<file path="src/rtl/i2c_tgt_pkg.sv">
// Shared types for the strap-addressed I2C target.
package i2c_tgt_pkg;
    localparam int BYTE_W = 8;
    localparam int ADDR_W = 7;

    // Byte-engine phases.
    typedef enum logic [2:0] {
        ST_IDLE,
        ST_ADDR,
        ST_ACK,
        ST_RX,
        ST_TX_LOAD,
        ST_TX,
        ST_TX_ACK,
        ST_IGNORE
    } tgt_state_t;
endpackage

</file>
<file path="src/rtl/i2c_tgt_sync.sv">
// Bus line conditioner: brings SCL/SDA into the clk domain through a
// configurable synchroniser chain and derives SCL edges and START/STOP.
// Assumes clk runs many times faster than SCL; lines idle high.
module i2c_tgt_sync #(
    parameter int SYNC_STAGES = 2
) (
    input  logic clk,
    input  logic rst_n,
    input  logic scl_i,
    input  logic sda_i,
    output logic scl_s,
    output logic sda_s,
    output logic scl_rise,
    output logic scl_fall,
    output logic start_det,
    output logic stop_det
);
    logic [SYNC_STAGES-1:0] scl_pipe;
    logic [SYNC_STAGES-1:0] sda_pipe;
    logic                   scl_q;
    logic                   sda_q;

    // Synchroniser chains plus one history stage for edge detection.
    always_ff @(posedge clk) begin
        if (!rst_n) begin
            scl_pipe <= '1;
            sda_pipe <= '1;
            scl_q    <= 1'b1;
            sda_q    <= 1'b1;
        end else begin
            scl_pipe <= {scl_pipe[SYNC_STAGES-2:0], scl_i};
            sda_pipe <= {sda_pipe[SYNC_STAGES-2:0], sda_i};
            scl_q    <= scl_pipe[SYNC_STAGES-1];
            sda_q    <= sda_pipe[SYNC_STAGES-1];
        end
    end

    // Edge and bus-condition decode.
    always_comb begin
        scl_s     = scl_pipe[SYNC_STAGES-1];
        sda_s     = sda_pipe[SYNC_STAGES-1];
        scl_rise  = scl_s & ~scl_q;
        scl_fall  = ~scl_s & scl_q;
        start_det = scl_s & scl_q & sda_q & ~sda_s;
        stop_det  = scl_s & scl_q & ~sda_q & sda_s;
    end
endmodule

</file>
<file path="src/rtl/i2c_tgt_engine.sv">
// Byte engine: address compare, acknowledge, receive and transmit phases.
// Samples SDA on SCL rise and changes its drive only after SCL fall.
// Assumes start/stop/edge strobes are single-cycle and already synchronised.
module i2c_tgt_engine
    import i2c_tgt_pkg::*;
(
    input  logic              clk,
    input  logic              rst_n,
    input  logic              scl_rise,
    input  logic              scl_fall,
    input  logic              sda_s,
    input  logic              start_det,
    input  logic              stop_det,
    input  logic [ADDR_W-1:0] my_addr,
    input  logic [BYTE_W-1:0] tx_data,
    output logic              sda_oe,
    output logic              rx_valid,
    output logic [BYTE_W-1:0] rx_data,
    output logic              tx_req
);
    localparam int CNT_W = $clog2(BYTE_W);
    localparam logic [CNT_W-1:0] LAST_BIT = CNT_W'(BYTE_W - 1);

    tgt_state_t        state;
    logic [BYTE_W-1:0] sh;
    logic [BYTE_W-1:0] nxt;
    logic [CNT_W-1:0]  cnt;
    logic              is_read;
    logic              ack_ph;

    // Shift value with the current SDA sample appended.
    always_comb nxt = {sh[BYTE_W-2:0], sda_s};

    // Main sequencer; bus conditions override every phase.
    always_ff @(posedge clk) begin
        if (!rst_n) begin
            state    <= ST_IDLE;
            sh       <= '0;
            cnt      <= '0;
            is_read  <= 1'b0;
            ack_ph   <= 1'b0;
            sda_oe   <= 1'b0;
            rx_valid <= 1'b0;
            rx_data  <= '0;
            tx_req   <= 1'b0;
        end else begin
            rx_valid <= 1'b0;
            tx_req   <= 1'b0;
            if (start_det) begin
                state  <= ST_ADDR;
                cnt    <= '0;
                sda_oe <= 1'b0;
                ack_ph <= 1'b0;
            end else if (stop_det) begin
                state  <= ST_IDLE;
                sda_oe <= 1'b0;
                ack_ph <= 1'b0;
            end else begin
                case (state)
                    ST_ADDR: if (scl_rise) begin
                        sh  <= nxt;
                        cnt <= cnt + 1'b1;
                        if (cnt == LAST_BIT) begin
                            if (nxt[BYTE_W-1:1] == my_addr) begin
                                is_read <= nxt[0];
                                state   <= ST_ACK;
                            end else begin
                                state <= ST_IGNORE;
                            end
                        end
                    end
                    ST_RX: if (scl_rise) begin
                        sh  <= nxt;
                        cnt <= cnt + 1'b1;
                        if (cnt == LAST_BIT) begin
                            rx_data  <= nxt;
                            rx_valid <= 1'b1;
                            state    <= ST_ACK;
                        end
                    end
                    ST_ACK: if (scl_fall) begin
                        if (!ack_ph) begin
                            sda_oe <= 1'b1;
                            ack_ph <= 1'b1;
                        end else begin
                            sda_oe <= 1'b0;
                            ack_ph <= 1'b0;
                            if (is_read) begin
                                tx_req <= 1'b1;
                                state  <= ST_TX_LOAD;
                            end else begin
                                state <= ST_RX;
                            end
                        end
                    end
                    ST_TX_LOAD: begin
                        sh     <= tx_data;
                        sda_oe <= ~tx_data[BYTE_W-1];
                        cnt    <= '0;
                        state  <= ST_TX;
                    end
                    ST_TX: if (scl_fall) begin
                        if (cnt == LAST_BIT) begin
                            sda_oe <= 1'b0;
                            ack_ph <= 1'b0;
                            state  <= ST_TX_ACK;
                        end else begin
                            sda_oe <= ~sh[BYTE_W-2];
                            sh     <= {sh[BYTE_W-2:0], 1'b0};
                            cnt    <= cnt + 1'b1;
                        end
                    end
                    ST_TX_ACK: begin
                        if (scl_rise) begin
                            ack_ph <= ~sda_s;
                            if (sda_s) state <= ST_IGNORE;
                        end else if (scl_fall && ack_ph) begin
                            ack_ph <= 1'b0;
                            tx_req <= 1'b1;
                            state  <= ST_TX_LOAD;
                        end
                    end
                    default: ;
                endcase
            end
        end
    end
endmodule

</file>
<file path="src/rtl/i2c_addr_target.sv">
// Top of the I2C target: forms the address from a fixed parameter part
// and strap pins, conditions the bus lines and runs the byte engine.
// Assumes straps are static while the bus is busy.
module i2c_addr_target
    import i2c_tgt_pkg::*;
#(
    parameter int         STRAP_W     = 3,
    parameter logic [6:0] FIXED_PART  = 7'b1010000,
    parameter int         SYNC_STAGES = 2
) (
    input  logic               clk,
    input  logic               rst_n,
    input  logic               scl_i,
    input  logic               sda_i,
    output logic               sda_oe,
    input  logic [STRAP_W-1:0] addr_strap,
    output logic               rx_valid,
    output logic [BYTE_W-1:0]  rx_data,
    output logic               tx_req,
    input  logic [BYTE_W-1:0]  tx_data
);
    localparam int FIXED_W = ADDR_W - STRAP_W;

    logic              scl_sync;
    logic              sda_sync;
    logic              scl_rise;
    logic              scl_fall;
    logic              start_seen;
    logic              stop_seen;
    logic [ADDR_W-1:0] my_addr;

    // Address assembly: fixed upper bits, strapped lower bits.
    always_comb my_addr = {FIXED_PART[ADDR_W-1 -: FIXED_W], addr_strap};

    i2c_tgt_sync #(.SYNC_STAGES(SYNC_STAGES)) u_sync (
        .clk       (clk),
        .rst_n     (rst_n),
        .scl_i     (scl_i),
        .sda_i     (sda_i),
        .scl_s     (scl_sync),
        .sda_s     (sda_sync),
        .scl_rise  (scl_rise),
        .scl_fall  (scl_fall),
        .start_det (start_seen),
        .stop_det  (stop_seen)
    );

    i2c_tgt_engine u_engine (
        .clk       (clk),
        .rst_n     (rst_n),
        .scl_rise  (scl_rise),
        .scl_fall  (scl_fall),
        .sda_s     (sda_sync),
        .start_det (start_seen),
        .stop_det  (stop_seen),
        .my_addr   (my_addr),
        .tx_data   (tx_data),
        .sda_oe    (sda_oe),
        .rx_valid  (rx_valid),
        .rx_data   (rx_data),
        .tx_req    (tx_req)
    );
endmodule

</file>
<file path="config.mk">
export PLATFORM = sky130hd
export DESIGN_NAME = i2c_addr_target
export DESIGN_NICKNAME = d
export VERILOG_FILES = /design/src/rtl/i2c_tgt_pkg.sv /design/src/rtl/i2c_tgt_sync.sv /design/src/rtl/i2c_tgt_engine.sv /design/src/rtl/i2c_addr_target.sv
export SDC_FILE = /design/constraint.sdc
export NUM_CORES = 1
export LEC_CHECK = 0
export BUFFER_PORTS_ARGS = -buffer_cell sky130_fd_sc_hd__buf_4
export CORE_AREA = 5 5 69 71
export DETAILED_ROUTE_END_ITERATION = 10
export DIE_AREA = 0 0 74 76
export MAX_ROUTING_LAYER = met4
export PLACE_DENSITY = 0.71
export SYNTH_ARGS = -nofsm -noshare
export SYNTH_HDL_FRONTEND = slang
export SYNTH_HIERARCHICAL = 1
export SYNTH_SLANG_ARGS = --single-unit
</file>
<file path="constraint.sdc">
create_clock -name clk -period 1.8 [get_ports clk]
set_input_delay 0.27 -clock clk [delete_from_list [all_inputs] [get_ports clk]]
set_output_delay 0.27 -clock clk [all_outputs]
set_load 0.02 [all_outputs]
</file>
==> summary by stage <==
Die
The floorplan step set the die width to between 70 and 80 um. The initial cell density of the core is 0.385. The vertical die dimension is between 70 and 80 um. Pin placement for this block handled 26 I/O pins. The region available for standard cell placement spans between 0.004 and 0.005 mm2. The number of placement rows is 24. The die covers 0.00562 mm2.

Placed design
The global placement routability congestion is 0.835. In this run the tool buffered the top-level ports with 25 buffer cells. The post-placement worst setup slack is -0.0144 ns.

Summed over all nets, the half-perimeter wirelength after detailed placement is approximately 2700 um.

Setup path
The critical path capture point is u_engine/sh[1]. Across all register-to-register paths, the minimum setup slack is between 0.03 and 0.04 ns. In this design, the stage delay of the slowest critical-path cell is ~0.34 ns. The kind of cell with the highest combined delay along the critical path is compound AO/OA/AOI/OAI gates. Counting both buffers and inverters, the worst setup path holds a total of 1. By startpoint and endpoint, the worst setup path is classified as flip-flop to flip-flop. The worst endpoint data arrival time is roughly 2 ns. The cell with the largest stage delay on the worst path is sky130_fd_sc_hd__dfxtp_2. The cell depth of the worst setup path is 8. STA puts the critical path data required time at roughly 2.0 ns.

The worst setup path is launched from a flip-flop. Walking the worst path, the cells encountered are ha_4, ha_4, nand2b_4, a21o_1, a211oi_4, buf_12, nor2_1, a311oi_1. The most repeated library cell on the critical path is sky130_fd_sc_hd__ha_4. In this run the critical register-to-register path is captured at u_engine/sh[1]. STA classifies the critical path endpoint as a flip-flop. The launch point of the worst path is u_engine/cnt[0]. The startpoint of the most critical register-to-register path is u_engine/cnt[0].

In this run the worst path has a maximum fanout of 7. Measured in cells, the most critical reg-to-reg path has a length of 8.

STA
The maximum frequency from static timing analysis is between 0.5 and 0.6 GHz. The worst path in the final design needs a cycle of between 1.5 and 2 ns, including I/O delays and setup. The number of max-slew violations in the final report is 0. Dividing the final minimum period by the clock period gives 0.979. Once routing completed, OpenROAD measured the worst setup slack at between 0.03 and 0.04 ns. The count of final setup violators is 0. Setup repair after global routing could not meet its margin everywhere. The total negative setup slack is 0 ns. The clock arrives with about 0.0089 ns of skew. The count of endpoints failing hold in the final timing report came to 0.

Finish
Of the cells placed in the final design, the portion with a size suffix greater than 1 is 0.292. The final-stage net count is between 200 and 250. The repair_antennas step left the layout with diodes totalling 0. The area growth from synthesis to layout is 35.1%.

Routing
The total wire length is 3950 um. Dividing the detail-routed wire length by the instance count gives around 14 um. The detailed router placed roughly 1,500 vias in this run. Once detail routing completed, the nets flagged for antenna violations numbered 0. For this run, design rule violations remaining after detail routing come to 0. The average via count per standard cell is 5.27. The count of routing violations after the opening detailed-route iteration is between 60 and 70. Before antenna repair, the detailed router went through 4 iterations.

Clock tree
The insertion delay to the later sink of the worst-skew pair is approximately 0.29 ns. Buffers inserted during clock tree synthesis total 5. The count of H-tree levels built during CTS is 2.

The clock root buffer is sky130_fd_sc_hd__clkbuf_8. The number of hold buffers added after cts is 0. CTS saw 32 sinks. The number of buffers on the longest clock path is 2. The clock tree from TritonCTS is yes. The clock-pin slew on the worst setup and hold paths is 0.07 ns.

GRT
The overall fraction of global-route tracks in use is 0.155. The total overflow reported by the global router is 0. The via count of the first global-routing pass is about 1,400. Entering global routing, the biggest net connects 15 pins. The initial antenna violation count was 0. The global-route wire length before repair is 6700 um.

Power and ir drop
The leakage power figure is 0.836 nW. The design draws approximately 1.5 mW. The total power density per cell area is ~700 mW/mm2.

The worst voltage drop across the vdd grid is between 0.4 and 0.5 mV.

Synth
In this run, synthesis inferred 0 flip-flops with an integrated enable. The cell area that synthesis handed to floorplanning was roughly 0.0016 mm2. The cell taking the most area after synthesis is sky130_fd_sc_hd__dfxtp_1. The synthesis warning total is 6. Of the synthesized area, sequential elements account for 0.398. The area share of the leading cell type in the synthesized netlist is 0.398. In this run, distinct cell masters in the synthesized netlist total 43. Sorting the synthesized cells by area gives the leading types as sky130_fd_sc_hd__dfxtp_1, sky130_fd_sc_hd__a21oi_1, sky130_fd_sc_hd__nand2_1. The flip-flop and latch count after synthesis is 32. In the synthesized netlist the async set-or-reset flop fraction comes to 0.

The post-synthesis area per instance is between 8 and 9 um2. The number of standard cells after synthesis is 191. For this run, the leading register cell type out of synthesis is sky130_fd_sc_hd__dfxtp_1.

Flow run
The max-cap check violation count is 0.

Min path
The startpoint identified for the worst hold timing path is sda_i. The number of stages on the worst hold path is 2. The tightest min-delay check is of the primary input to flip-flop type.

Status
The flow ran to the end, and the final reports show no timing, DRC or antenna violations.
[state kept, by name (all words and copies together) (netlist names)]
name and cells:
u_engine/ack_ph 1, u_engine/cnt 3, u_engine/is_read 1, u_engine/rx_data 8, u_engine/rx_valid 1, u_engine/sda_oe 1, u_engine/sh 7, u_engine/state 3
u_engine/tx_req 1, u_sync/scl_pipe 2, u_sync/scl_q 1, u_sync/sda_pipe 2, u_sync/sda_q 1
[metrics by stage]
| step | utilization | instance area (um2) | hold slack [ns] | std cells |
|---|---|---|---|---|
| floorplan | - | 1620 | 0.343 | 193 |
| global placement | 0.463 | 1930 | 0.389 | 275 |
| detailed placement | 0.463 | 1930 | 0.394 | 275 |
| CTS | 0.505 | 2110 | 0.163 | 285 |
| global route | 0.521 | 2170 | 0.180 | 285 |
| finish | 0.521 | 2170 | 0.171 | 285 |
[worst min path at each step]
stage / end / slack [ns]
global placement: u_sync/sda_pipe[1] / 0.39
CTS: u_sync/sda_pipe[0] / 0.16
global route: u_sync/sda_pipe[0] / 0.18
floorplan: u_sync/scl_pipe[0] / 0.34
finish: u_sync/sda_pipe[0] / 0.17
detailed placement: u_sync/scl_pipe[1] / 0.39
[routing by layer]
layer / part of all wire / vias to the layer above / GRT usage / wire length, um
li1: - / 762 / - / -
met5: 0 / - / - / 0
met3: 0.054 / 10 / 0.0475 / 214
met1: 0.46 / 684 / 0.206 / 1800
met2: 0.47 / 46 / 0.220 / 1870
met4: 0.017 / 0 / 0.0598 / 68
[cells by family after synthesis]
logic type | Yosys count | synth area share
flops | 32 | 0.398
xor+xnor | 7 | 0.0381
other cells | 2 | 0.00467
fa+ha+maj | 2 | 0.0155
simple gates | 85 | 0.286
mux | 4 | 0.0249
buf+inv | 12 | 0.0389
compound gates | 47 | 0.194
[cell type report]
cell class,count,area (um2)
clock buffer,6,72.6
clock inverter,2,35.0
fill,394,2000
inverter,4,15.0
multi-input combinational,149,1010
sequential,32,644
tap,52,65.1
timing repair buffer,40,337
[report_power, final]
group	internal [mW]	switching (mW)	leakage, nW
combinational	0.0455	0.0428	0.520
sequential	0.716	0.0102	0.261
clock	0.411	0.268	0.0552
total	1.17	0.321	0.836
[synth_stat cells, types with 2 or more instances]
| master | number |
|---|---|
| sky130_fd_sc_hd__a211oi_1 | 4 |
| sky130_fd_sc_hd__a21oi_1 | 20 |
| sky130_fd_sc_hd__a311oi_1 | 6 |
| sky130_fd_sc_hd__and4b_1 | 2 |
| sky130_fd_sc_hd__buf_2 | 2 |
| sky130_fd_sc_hd__buf_4 | 2 |
| sky130_fd_sc_hd__clkbuf_1 | 3 |
| sky130_fd_sc_hd__conb_1 | 2 |
| sky130_fd_sc_hd__dfxtp_1 | 32 |
| sky130_fd_sc_hd__ha_1 | 2 |
| sky130_fd_sc_hd__inv_1 | 3 |
| sky130_fd_sc_hd__mux2i_1 | 4 |
| sky130_fd_sc_hd__nand2_1 | 20 |
| sky130_fd_sc_hd__nand2b_1 | 10 |
| sky130_fd_sc_hd__nand3_1 | 9 |
| sky130_fd_sc_hd__nand3b_1 | 4 |
| sky130_fd_sc_hd__nor2_1 | 18 |
| sky130_fd_sc_hd__nor2b_1 | 4 |
| sky130_fd_sc_hd__nor3_1 | 4 |
| sky130_fd_sc_hd__nor3b_1 | 2 |
| sky130_fd_sc_hd__nor4_1 | 2 |
| sky130_fd_sc_hd__o211ai_1 | 2 |
| sky130_fd_sc_hd__o21ai_0 | 8 |
| sky130_fd_sc_hd__xor2_1 | 7 |
[repair_timing]
action | in CTS | in global routing
pin swaps | 4 | 9
setup endpoints to repair | 5 | 9
resized for setup | 8 | 15
setup buffers | 2 | 0
cloned | 1 | 0
[cell usage in the layout, fill, tap and decap left out, types with 3 or more instances in the layout]
cell,count
sky130_fd_sc_hd__a211oi_1,4
sky130_fd_sc_hd__a21oi_1,20
sky130_fd_sc_hd__a311oi_1,4
sky130_fd_sc_hd__buf_4,37
sky130_fd_sc_hd__clkbuf_8,5
sky130_fd_sc_hd__conb_1,4
sky130_fd_sc_hd__dfxtp_1,29
sky130_fd_sc_hd__dfxtp_2,3
sky130_fd_sc_hd__inv_1,3
sky130_fd_sc_hd__mux2i_1,4
sky130_fd_sc_hd__nand2_1,20
sky130_fd_sc_hd__nand2b_1,9
sky130_fd_sc_hd__nand3_1,9
sky130_fd_sc_hd__nand3b_1,4
sky130_fd_sc_hd__nor2_1,16
sky130_fd_sc_hd__nor3_1,4
sky130_fd_sc_hd__o21ai_0,7
sky130_fd_sc_hd__xor2_1,7
No activity file was read; power rests on OpenSTA's default activity.
